--- config.mk ---
export PLATFORM = sky130hd
export DESIGN_NAME = srcop_fetch
export DESIGN_NICKNAME = d
export VERILOG_FILES = /design/src/rtl/srcop_pkg.sv /design/src/rtl/srcop_classify.sv /design/src/rtl/srcop_const.sv /design/src/rtl/srcop_fetch.sv
export SDC_FILE = /design/constraint.sdc
export NUM_CORES = 1
export LEC_CHECK = 0
export CELL_PAD_IN_SITES_DETAIL_PLACEMENT = 0
export CELL_PAD_IN_SITES_GLOBAL_PLACEMENT = 1
export CORE_UTILIZATION = 31
export CTS_BUF_LIST = sky130_fd_sc_hd__clkbuf_4 sky130_fd_sc_hd__clkbuf_8 sky130_fd_sc_hd__clkbuf_16
export DETAILED_ROUTE_END_ITERATION = 16
export GPL_TIMING_DRIVEN = 0
export HOLD_SLACK_MARGIN = 0.03
export PLACE_DENSITY_LB_ADDON = 0.08
export SLEW_MARGIN = 10
export SYNTH_ARGS = -nofsm -noshare
export SYNTH_HDL_FRONTEND = slang
export SYNTH_HIERARCHICAL = 1
export SYNTH_SLANG_ARGS = --single-unit
--- constraint.sdc ---
create_clock -name clk -period 2.6 [get_ports clk]
set_clock_uncertainty 0.05 [all_clocks]
set_input_delay 0.39 -clock clk [delete_from_list [all_inputs] [get_ports clk]]
set_output_delay 0.39 -clock clk [all_outputs]
set_load 0.01 [all_outputs]
--- src/rtl/srcop_pkg.sv ---
package srcop_pkg;
   typedef enum logic [3:0] {
      K_NONE, K_SREG, K_VREG, K_VCC, K_M0, K_EXEC, K_INT, K_FLT, K_FLAG, K_LIT
   } src_kind_e;

   localparam int CODE_W     = 9;
   localparam int C_VCC_LO   = 106;
   localparam int C_VCC_HI   = 107;
   localparam int C_M0       = 124;
   localparam int C_EXEC_LO  = 126;
   localparam int C_EXEC_HI  = 127;
   localparam int C_INT_ZERO = 128;
   localparam int C_INT_POS  = 192;
   localparam int C_INT_NEG  = 208;
   localparam int C_FLT_FIRST = 240;
   localparam int C_INV2PI   = 248;
   localparam int C_VCCZ     = 251;
   localparam int C_EXECZ    = 252;
   localparam int C_SCC      = 253;
   localparam int C_LITERAL  = 255;
   localparam int C_VREG_BASE = 256;
endpackage

--- src/rtl/srcop_classify.sv ---
module srcop_classify
   import srcop_pkg::*;
#(
   parameter int SGPR_COUNT = 104,
   parameter int VGPR_COUNT = 256
) (
   input  logic [CODE_W-1:0] code_i,
   input  logic              wide_i,
   input  logic              vector_i,
   output src_kind_e         kind_o,
   output logic              illegal_o
);
   int  code_n;
   logic vreg_oob;

   assign code_n = int'(code_i);

   generate
      if (VGPR_COUNT < 256) begin : g_vbound
         assign vreg_oob = int'(code_i[7:0]) >= VGPR_COUNT;
      end else begin : g_vfull
         assign vreg_oob = 1'b0;
      end
   endgenerate

   always_comb begin
      kind_o    = K_NONE;
      illegal_o = 1'b1;
      if (code_n >= C_VREG_BASE) begin
         kind_o    = K_VREG;
         illegal_o = !vector_i || vreg_oob ||
                     (wide_i && int'(code_i[7:0]) == VGPR_COUNT - 1);
      end else if (code_n < SGPR_COUNT) begin
         kind_o    = K_SREG;
         illegal_o = wide_i && code_i[0];
      end else if (code_n == C_VCC_LO || code_n == C_VCC_HI) begin
         kind_o    = K_VCC;
         illegal_o = wide_i && code_i[0];
      end else if (code_n == C_EXEC_LO || code_n == C_EXEC_HI) begin
         kind_o    = K_EXEC;
         illegal_o = wide_i && code_i[0];
      end else if (code_n == C_M0) begin
         kind_o    = K_M0;
         illegal_o = wide_i;
      end else if (code_n >= C_INT_ZERO && code_n <= C_INT_NEG) begin
         kind_o    = K_INT;
         illegal_o = 1'b0;
      end else if (code_n >= C_FLT_FIRST && code_n <= C_INV2PI) begin
         kind_o    = K_FLT;
         illegal_o = 1'b0;
      end else if (code_n >= C_VCCZ && code_n <= C_SCC) begin
         kind_o    = K_FLAG;
         illegal_o = 1'b0;
      end else if (code_n == C_LITERAL) begin
         kind_o    = K_LIT;
         illegal_o = 1'b0;
      end
   end
endmodule

--- src/rtl/srcop_const.sv ---
module srcop_const
   import srcop_pkg::*;
(
   input  logic [CODE_W-1:0] code_i,
   input  logic              wide_i,
   output logic [63:0]       int_o,
   output logic [63:0]       flt_o
);
   localparam logic [31:0] INV2PI_SP = 32'h3E22_F983;
   localparam logic [63:0] INV2PI_DP = 64'h3FC4_5F30_6DC9_C882;

   logic [1:0]  mag;
   logic        sgn;
   logic [7:0]  exp_sp;
   logic [10:0] exp_dp;

   assign mag    = code_i[2:1];
   assign sgn    = code_i[0];
   assign exp_sp = 8'd126 + {6'd0, mag};
   assign exp_dp = 11'd1022 + {9'd0, mag};

   always_comb begin
      if (int'(code_i) <= C_INT_POS)
         int_o = 64'(int'(code_i) - C_INT_ZERO);
      else
         int_o = 64'(C_INT_POS - int'(code_i));
   end

   always_comb begin
      if (int'(code_i) == C_INV2PI)
         flt_o = wide_i ? INV2PI_DP : {32'd0, INV2PI_SP};
      else if (wide_i)
         flt_o = {sgn, exp_dp, 52'd0};
      else
         flt_o = {32'd0, sgn, exp_sp, 23'd0};
   end
endmodule

--- src/rtl/srcop_fetch.sv ---
module srcop_fetch
   import srcop_pkg::*;
#(
   parameter int SGPR_COUNT = 104,
   parameter int VGPR_COUNT = 256,
   parameter int DW         = 32,
   localparam int SAW       = $clog2(SGPR_COUNT),
   localparam int VAW       = $clog2(VGPR_COUNT)
) (
   input  logic              clk,
   input  logic              rst_n,
   input  logic              valid_i,
   input  logic [CODE_W-1:0] code_i,
   input  logic              wide_i,
   input  logic              vector_i,
   input  logic              lit_sext_i,
   input  logic [DW-1:0]     lit_i,
   output logic [SAW-1:0]    s_raddr_o,
   input  logic [DW-1:0]     s_rdata_lo_i,
   input  logic [DW-1:0]     s_rdata_hi_i,
   output logic [VAW-1:0]    v_raddr_o,
   input  logic [DW-1:0]     v_rdata_lo_i,
   input  logic [DW-1:0]     v_rdata_hi_i,
   input  logic [2*DW-1:0]   vcc_i,
   input  logic [2*DW-1:0]   exec_i,
   input  logic [DW-1:0]     m0_i,
   input  logic              scc_i,
   output logic              valid_o,
   output logic [2*DW-1:0]   data_o,
   output logic              illegal_o,
   output logic              lit_used_o
);
   localparam int QW = 2 * DW;

   generate
      if (DW != 32) begin : g_bad_dw
         $error("srcop_fetch: DW must be 32");
      end
      if (SGPR_COUNT < 2 || SGPR_COUNT > 104) begin : g_bad_sgpr
         $error("srcop_fetch: SGPR_COUNT out of range");
      end
      if (VGPR_COUNT < 2 || VGPR_COUNT > 256) begin : g_bad_vgpr
         $error("srcop_fetch: VGPR_COUNT out of range");
      end
   endgenerate

   src_kind_e kind;
   logic      bad;
   logic [63:0] int_val, flt_val;
   logic [QW-1:0] raw, nxt;

   srcop_classify #(.SGPR_COUNT(SGPR_COUNT), .VGPR_COUNT(VGPR_COUNT)) u_cls (
      .code_i   (code_i),
      .wide_i   (wide_i),
      .vector_i (vector_i),
      .kind_o   (kind),
      .illegal_o(bad)
   );

   srcop_const u_const (
      .code_i(code_i),
      .wide_i(wide_i),
      .int_o (int_val),
      .flt_o (flt_val)
   );

   assign s_raddr_o = code_i[SAW-1:0];
   assign v_raddr_o = code_i[VAW-1:0];

   always_comb begin
      unique case (kind)
         K_SREG:  raw = {s_rdata_hi_i, s_rdata_lo_i};
         K_VREG:  raw = {v_rdata_hi_i, v_rdata_lo_i};
         K_VCC:   raw = wide_i ? vcc_i
                      : {{DW{1'b0}}, code_i[0] ? vcc_i[QW-1:DW] : vcc_i[DW-1:0]};
         K_EXEC:  raw = wide_i ? exec_i
                      : {{DW{1'b0}}, code_i[0] ? exec_i[QW-1:DW] : exec_i[DW-1:0]};
         K_M0:    raw = {{DW{1'b0}}, m0_i};
         K_INT:   raw = int_val;
         K_FLT:   raw = flt_val;
         K_FLAG: begin
            raw = '0;
            if (int'(code_i) == C_VCCZ)       raw[0] = ~|vcc_i;
            else if (int'(code_i) == C_EXECZ) raw[0] = ~|exec_i;
            else                              raw[0] = scc_i;
         end
         K_LIT: begin
            if (!wide_i)       raw = {{DW{1'b0}}, lit_i};
            else if (vector_i) raw = {lit_i, {DW{1'b0}}};
            else               raw = {{DW{lit_sext_i & lit_i[DW-1]}}, lit_i};
         end
         default: raw = '0;
      endcase
      if (bad)
         nxt = '0;
      else if (!wide_i)
         nxt = {{DW{1'b0}}, raw[DW-1:0]};
      else
         nxt = raw;
   end

   always_ff @(posedge clk or negedge rst_n) begin
      if (!rst_n) begin
         valid_o    <= 1'b0;
         data_o     <= '0;
         illegal_o  <= 1'b0;
         lit_used_o <= 1'b0;
      end else begin
         valid_o <= valid_i;
         if (valid_i) begin
            data_o     <= nxt;
            illegal_o  <= bad;
            lit_used_o <= (kind == K_LIT) && !bad;
         end
      end
   end
endmodule

==> out/metrics.cfg, run 1 <==
[sta]
fmaxAchievable_mhz=382
rsz0062_at_grt=true
finalCritPeriodShare_pct=101
final_hold_viol_count=0
maxSlewHeadroom_pct=43.2
holdWs_ns=0.439
worst_slew_pin_slew_ns=0.852
fin_crit_ns=2.62
fin_ws_ns=-0.0170
drv_slew=0
final-setup-viol-count=1

[clock_network]
clock-sinks=67
cts-root-buf=clkbuf_16
cts_made_buffers=9
clk_pin_slew_ns=0.06
cts_tree=done
insertion_delay_ns=0.35
ctsLongestPathBuffers=2
cts_max_level=3

[drt]
vias=10222
drcViolationCount=0
antenna_left=0
wl_per_cell_um=29.4
via_per_inst=5.94
dr.pass1.iters=9
drt_iter0_drc=1265
routed_wl_um=50600

[flow_run]
maxCapViolations=0

[yosys]
yosys_warnings=6
synth_ff_type=dfrtp_1
syn_area_per_cell_um2=8.58
async_flop_share_pct=100
synth_edf_count=0
netlist-cell-type-count=65
synth-seq-cells=67
syn_area_um2=7870
syn_inst=917
yosysSeqAreaShare_pct=21.3

[finish]
fillerInstances=2342
finalNetCount=1722
final_common_cell=clkdlybuf4s50_1
drive_above_1_share_pct=23.5
fin_cells=1720
area_growth_syn_to_layout_pct=71.8
final_cell_mix=407 x clkdlybuf4s50_1, 154 x buf_4, 81 x a22oi_1, 67 x dfrtp_1, 65 x a222oi_1

[die]
placementRows=57
die_y_um=161
io-pin-count=418
dieArea_um2=26000
start_util_pct=32.0
die_width_um=161
coreArea_um2=24600

[status]
status=complete, but fails checks
violations=setup timing

[pwr]
p_switching_w=0.00162
p_leak_nw=5.75
p_seq_share_pct=25.0
comb_power_share_pct=47.1
irDropWorstVdd_mv=0.272
intPower_w=0.00306
pwr_density_cell_nw_per_um2=346
clockPowerShare_pct=27.9
switching_share_pct=34.6

[critical_path]
start_kind=input pin
cp_data_arrival_time_ns=2.81
crit_fanout=10
cp-end-kind=flop
required_ns=2.79
crit_type=input pin to flop

[placement]
portBuffers=417
gp_congestion=0.936
dp_hpwl_um=39400
dp_cells=1678

[worst_hold_path]
hp-class=flop to flop

[grt]
grt_pass1_wl_um=68900
grt_pass1_vias=9933
track_usage_pct=37.3
grt_max_degree=47
overflow=0
antenna_found_initial=11

timing repair:
action | in CTS | in global routing
hold endpoints to repair | 21 | 0
cloned | 1 | 6
endpoints found under the setup margin | 66 | 64
pin swaps | 13 | 35
setup buffers | 3 | 7
hold buffers | 1 | 0
gates resized for setup | 140 | 89
per-layer routing:
metal	vias to the layer above	part of all wire (%)	track usage [%]
met3	107	11	8.50
met5	-	0.028	0
li1	4461	-	-
met1	4928	40	48.8
met4	2	3.6	14.3
met2	724	46	59.4
power groups by stage:
stage	sequential [W]	clock, W	combinational (W)
CTS	0.00117	0.00130	0.00208
floorplan	0.00121	0	0.000838
finish	0.00117	0.00130	0.00221
global placement	0.00119	0	0.00202
global route	0.00118	0.00135	0.00230
detailed placement	0.00119	0	0.00203
worst max-delay path: stages:
cell and delay, ns:
clkdlybuf4s50_1 0.68, nand2b_1 0.18, buf_6 0.17, clkbuf_4 0.26, mux2_1 0.35, a22oi_1 0.37
nand3_1 0.18, a22o_1 0.23
registers in the layout, indices dropped and copies added, names as in the netlist:
signal	count
data_o	64
illegal_o	1
lit_used_o	1
valid_o	1
layout make-up:
| cell class | count | area (um^2) | share of cell area (%) |
|---|---|---|---|
| diodes | 9 | 22.5 | 0.167 |
| plain buffers | 202 | 1530 | 11.3 |
| well taps | 324 | 405 | 3.00 |
| inverters | 43 | 161 | 1.19 |
| clock buffers | 9 | 225 | 1.67 |
| clock inverters | 7 | 68.8 | 0.509 |
| multi-input cells | 625 | 5090 | 37.6 |
| repair buffers | 434 | 4340 | 32.1 |
| flip-flops and latches | 67 | 1680 | 12.4 |
cell families (layout without fill, tap and decap cells):
| group | count (synthesis) | in the layout | share of synthesized area (%) |
|---|---|---|---|
| compound gates | 319 | 321 | 33.1 |
| buf+inv | 246 | 695 | 18.4 |
| simple gates | 205 | 205 | 14.8 |
| mux | 68 | 68 | 10.9 |
| flops | 67 | 67 | 21.3 |
| xor+xnor | 7 | 7 | 0.779 |
| fa+ha+maj | 4 | 4 | 0.636 |
| other cells | 1 | 29 | 0.0476 |
through the flow:
step | total power, W | TNS [ns] | utilization, % | worst slack (ns) | cell area [um^2]
after floorplan | 0.00205 | 0 | - | 0.000728 | 7950
after global placement | 0.00321 | -218.75 | 50.9 | -1.78 | 12500
after detailed placement | 0.00322 | -102.28 | 51.0 | -1.78 | 12500
after CTS | 0.00455 | 0 | 53.2 | 0.00435 | 13100
after global routing | 0.00483 | -0.161 | 54.9 | -0.0221 | 13500
final | 0.00468 | -0.0170 | 54.9 | -0.0170 | 13500
cells in the mapped netlist, types with 6 or more instances:
cell       number  share of area [%]
mux2_4         26                5.0
inv_1          41                2.0
nor4_1         31                2.5
buf_1          13               0.62
a22o_1         62                6.9
mux2_1         30                4.3
dfrtp_1        67                 21
nor3_1         39                2.5
mux2_2         10                1.4
buf_4         122                 12
buf_2          28                1.8
nand4_1         9               0.72
clkbuf_1       36                1.7
nand3_1        34                2.2
or4_1           6               0.57
a21oi_1        37                2.4
a22oi_1        96                9.2
nor2_1         14               0.67
a222oi_1       65                8.3
o2bb2ai_1      32                3.6
nand2_1        41                2.0
final timing paths:
path,startpoint,end,slack [ns],cells after the start
hold reg to reg,data_o[40],data_o[40],0.44,1
max in group asynchronous,rst_n,data_o[6],1.44,3
hold / removal,data_o[40],data_o[40],0.44,1
setup reg to reg,data_o[0],data_o[0],1.67,1
setup / recovery,wide_i,data_o[1],-0.02,8
min in group asynchronous,rst_n,data_o[61],0.45,2
Note: power is estimated with default switching activity, not from simulation.
==> run 2: changes to the inputs <==
--- a/config.mk
+++ b/config.mk
@@ -12,8 +12,8 @@
 export DETAILED_ROUTE_END_ITERATION = 16
 export GPL_TIMING_DRIVEN = 0
 export HOLD_SLACK_MARGIN = 0.03
+export MAX_ROUTING_LAYER = met4
 export PLACE_DENSITY_LB_ADDON = 0.08
-export SLEW_MARGIN = 10
 export SYNTH_ARGS = -nofsm -noshare
 export SYNTH_HDL_FRONTEND = slang
 export SYNTH_HIERARCHICAL = 1
==> run 2 against run 1 <==
Compared with the run above:
- the run still ends with setup timing left
- sequential power is essentially flat
- register-to-register slack barely moved
- maximum frequency down 0.32%
- sequential share of layout area about the same
- final cell count grew 0.12%
- worst hold slack got worse by 0.094 ns
- count of clock-buffer cells in the layout grew 1
- core utilization is 0.066 points lower
- first-iteration DRC count is 21% higher
- highest routed layer is now met4
==> out/metrics.cfg, run 2 (synthesis results as in run 1) <==
[status]
status=complete, but fails checks
violations=setup timing

[critical_path]
cp-end-kind=flop
worst_r2r_endpoint=data_o[0]
crit_type=input pin to flop
max_stage_delay_ns=0.48
cp_data_arrival_time_ns=2.83
rr_worst_depth=1
reg2reg_slack_ns=1.67
crit_path_top_delay_cell=or4_1
required_ns=2.80
start_kind=input pin
r2r_start=data_o[0]
critical_path.cell_chain=buf_8 > nand2b_4 > or4_1 > nand3_2 > nand4bb_1 > a21oi_4 > clkbuf_2 > a22oi_1 > nand3_1 > a22o_1
crit_fanout=14

[pwr]
finalPower_w=0.00463
p_leak_nw=5.76
irDropWorstVdd_mv=0.186
pwr_density_cell_nw_per_um2=343

[drt]
vias=10175
via_per_inst=5.91
drcViolationCount=0
drt_iter0_drc=1532
antenna_left=0
wl_per_cell_um=29.4
dr.pass1.iters=7
routed_wl_um=50600

[finish]
area_growth_syn_to_layout_pct=71.5
multi_input_area_um2=5040
final_common_cell=clkdlybuf4s50_1
drive_above_1_share_pct=23.2
final_area_um2=13500
seqCellArea_um2=1680
final_cell_mix=406 x clkdlybuf4s50_1, 152 x buf_4, 85 x a22oi_1, 67 x dfrtp_1, 65 x a222oi_1
fin_cells=1722
largest_register=data_o
fin_util_pct=54.9
largest_register_ffs=64
finalNetCount=1724
fillerInstances=2370

[grt]
antenna_found_initial=8
grt_pass1_vias=9907
grt_max_degree=60
grt_pass1_wl_um=69600
overflow=0
track_usage_pct=38.6

[die]
die_y_um=161
die_width_um=161
io-pin-count=418
coreArea_um2=24600
dieArea_um2=26000
placementRows=57
start_util_pct=32.0

[clock_network]
clk_pin_slew_ns=0.07
clock-sinks=67
cts_tree=done
cts_max_level=3
ctsLongestPathBuffers=2
cts_made_buffers=9
cts-root-buf=clkbuf_16
insertion_delay_ns=0.36

[flow_run]
maxCapViolations=0

[sta]
fmaxAchievable_mhz=381
finalCritPeriodShare_pct=101
final-setup-viol-count=2
rsz0062_at_grt=true
drv_slew=0
worst_slew_pin_slew_ns=0.914
fin_crit_ns=2.63
final_hold_viol_count=0
maxSlewHeadroom_pct=39.1
fin_ws_ns=-0.0254

[placement]
dp_hpwl_um=39500
gp_congestion=0.951
dpl_cell_area_um2=12500
portBuffers=417
dp_cells=1678

[worst_hold_path]
hp-class=input pin to async pin

-- run 2: cell types whose count changed in the layout (fill, tap and decap cells not counted), moves of 2 or more --
cell	delta
buf_6	-2
buf_2	+5
buf_4	-2
buf_8	+3
clkbuf_8	+2
clkbuf_2	-2
clkbuf_1	+2
a21oi_2	-2
a22oi_1	+4
nor3_1	+2
a22oi_2	-4
clkbuf_4	-3
nor3_2	-3
-- run 2: final cells by class --
class | count | area share, %
Multi-Input combinational cell | 624 | 37.4
Clock buffer | 10 | 1.77
Antenna cell | 9 | 0.167
Sequential cell | 67 | 12.4
Inverter | 43 | 1.20
Tap cell | 324 | 3.00
Timing Repair Buffer | 437 | 32.6
Clock inverter | 6 | 0.297
Buffer | 202 | 11.2
-- run 2: metal layers --
metal / track usage [%] / wire length [um]
met5: - / 0
met4: 14.1 / 2020
met3: 7.14 / 4990
met2: 60.5 / 23000
met1: 49.4 / 20600
-- run 2: what timing repair did --
action | CTS | global route
endpoints found under the setup margin | 68 | 64
hold endpoints to repair | 8 | 0
resized for setup | 150 | 73
setup buffers | 4 | 8
gates cloned | 2 | 5
hold buffers | 1 | 0
pin swaps | 15 | 29
-- run 2: worst max path at each step --
stage | start | endpoint | depth (start not counted)
CTS | wide_i | data_o[17] | 7
finish | code_i[8] | data_o[16] | 10
global placement | code_i[2] | data_o[42] | 13
global route | code_i[8] | data_o[12] | 10
detailed placement | code_i[2] | data_o[42] | 13
floorplan | code_i[0] | data_o[30] | 11
-- run 2: worst max-delay path, delay by kind of cell --
| kind | cells | cell delay (ns) |
|---|---|---|
| AO/OA/AOI/OAI | 3 | 0.79 |
| buffers and inverters | 2 | 0.43 |
| AND/OR/NAND/NOR | 5 | 1.21 |
-- run 2: through the flow --
step	hold slack, ns	setup TNS, ns	setup slack, ns
floorplan	0.0444	0	0.000728
global placement	0.419	-219.54	-1.80
detailed placement	0.183	-104.92	-1.82
CTS	0.349	0	0.00444
global route	0.357	-0.240	-0.0622
finish	0.345	-0.0286	-0.0254
-- run 2: where the power goes --
group	internal (W)	leakage (nW)	switching (W)
clock network	0.000674	0.139	0.000583
registers	0.00112	0.913	0.0000524
logic	0.00120	4.71	0.00100
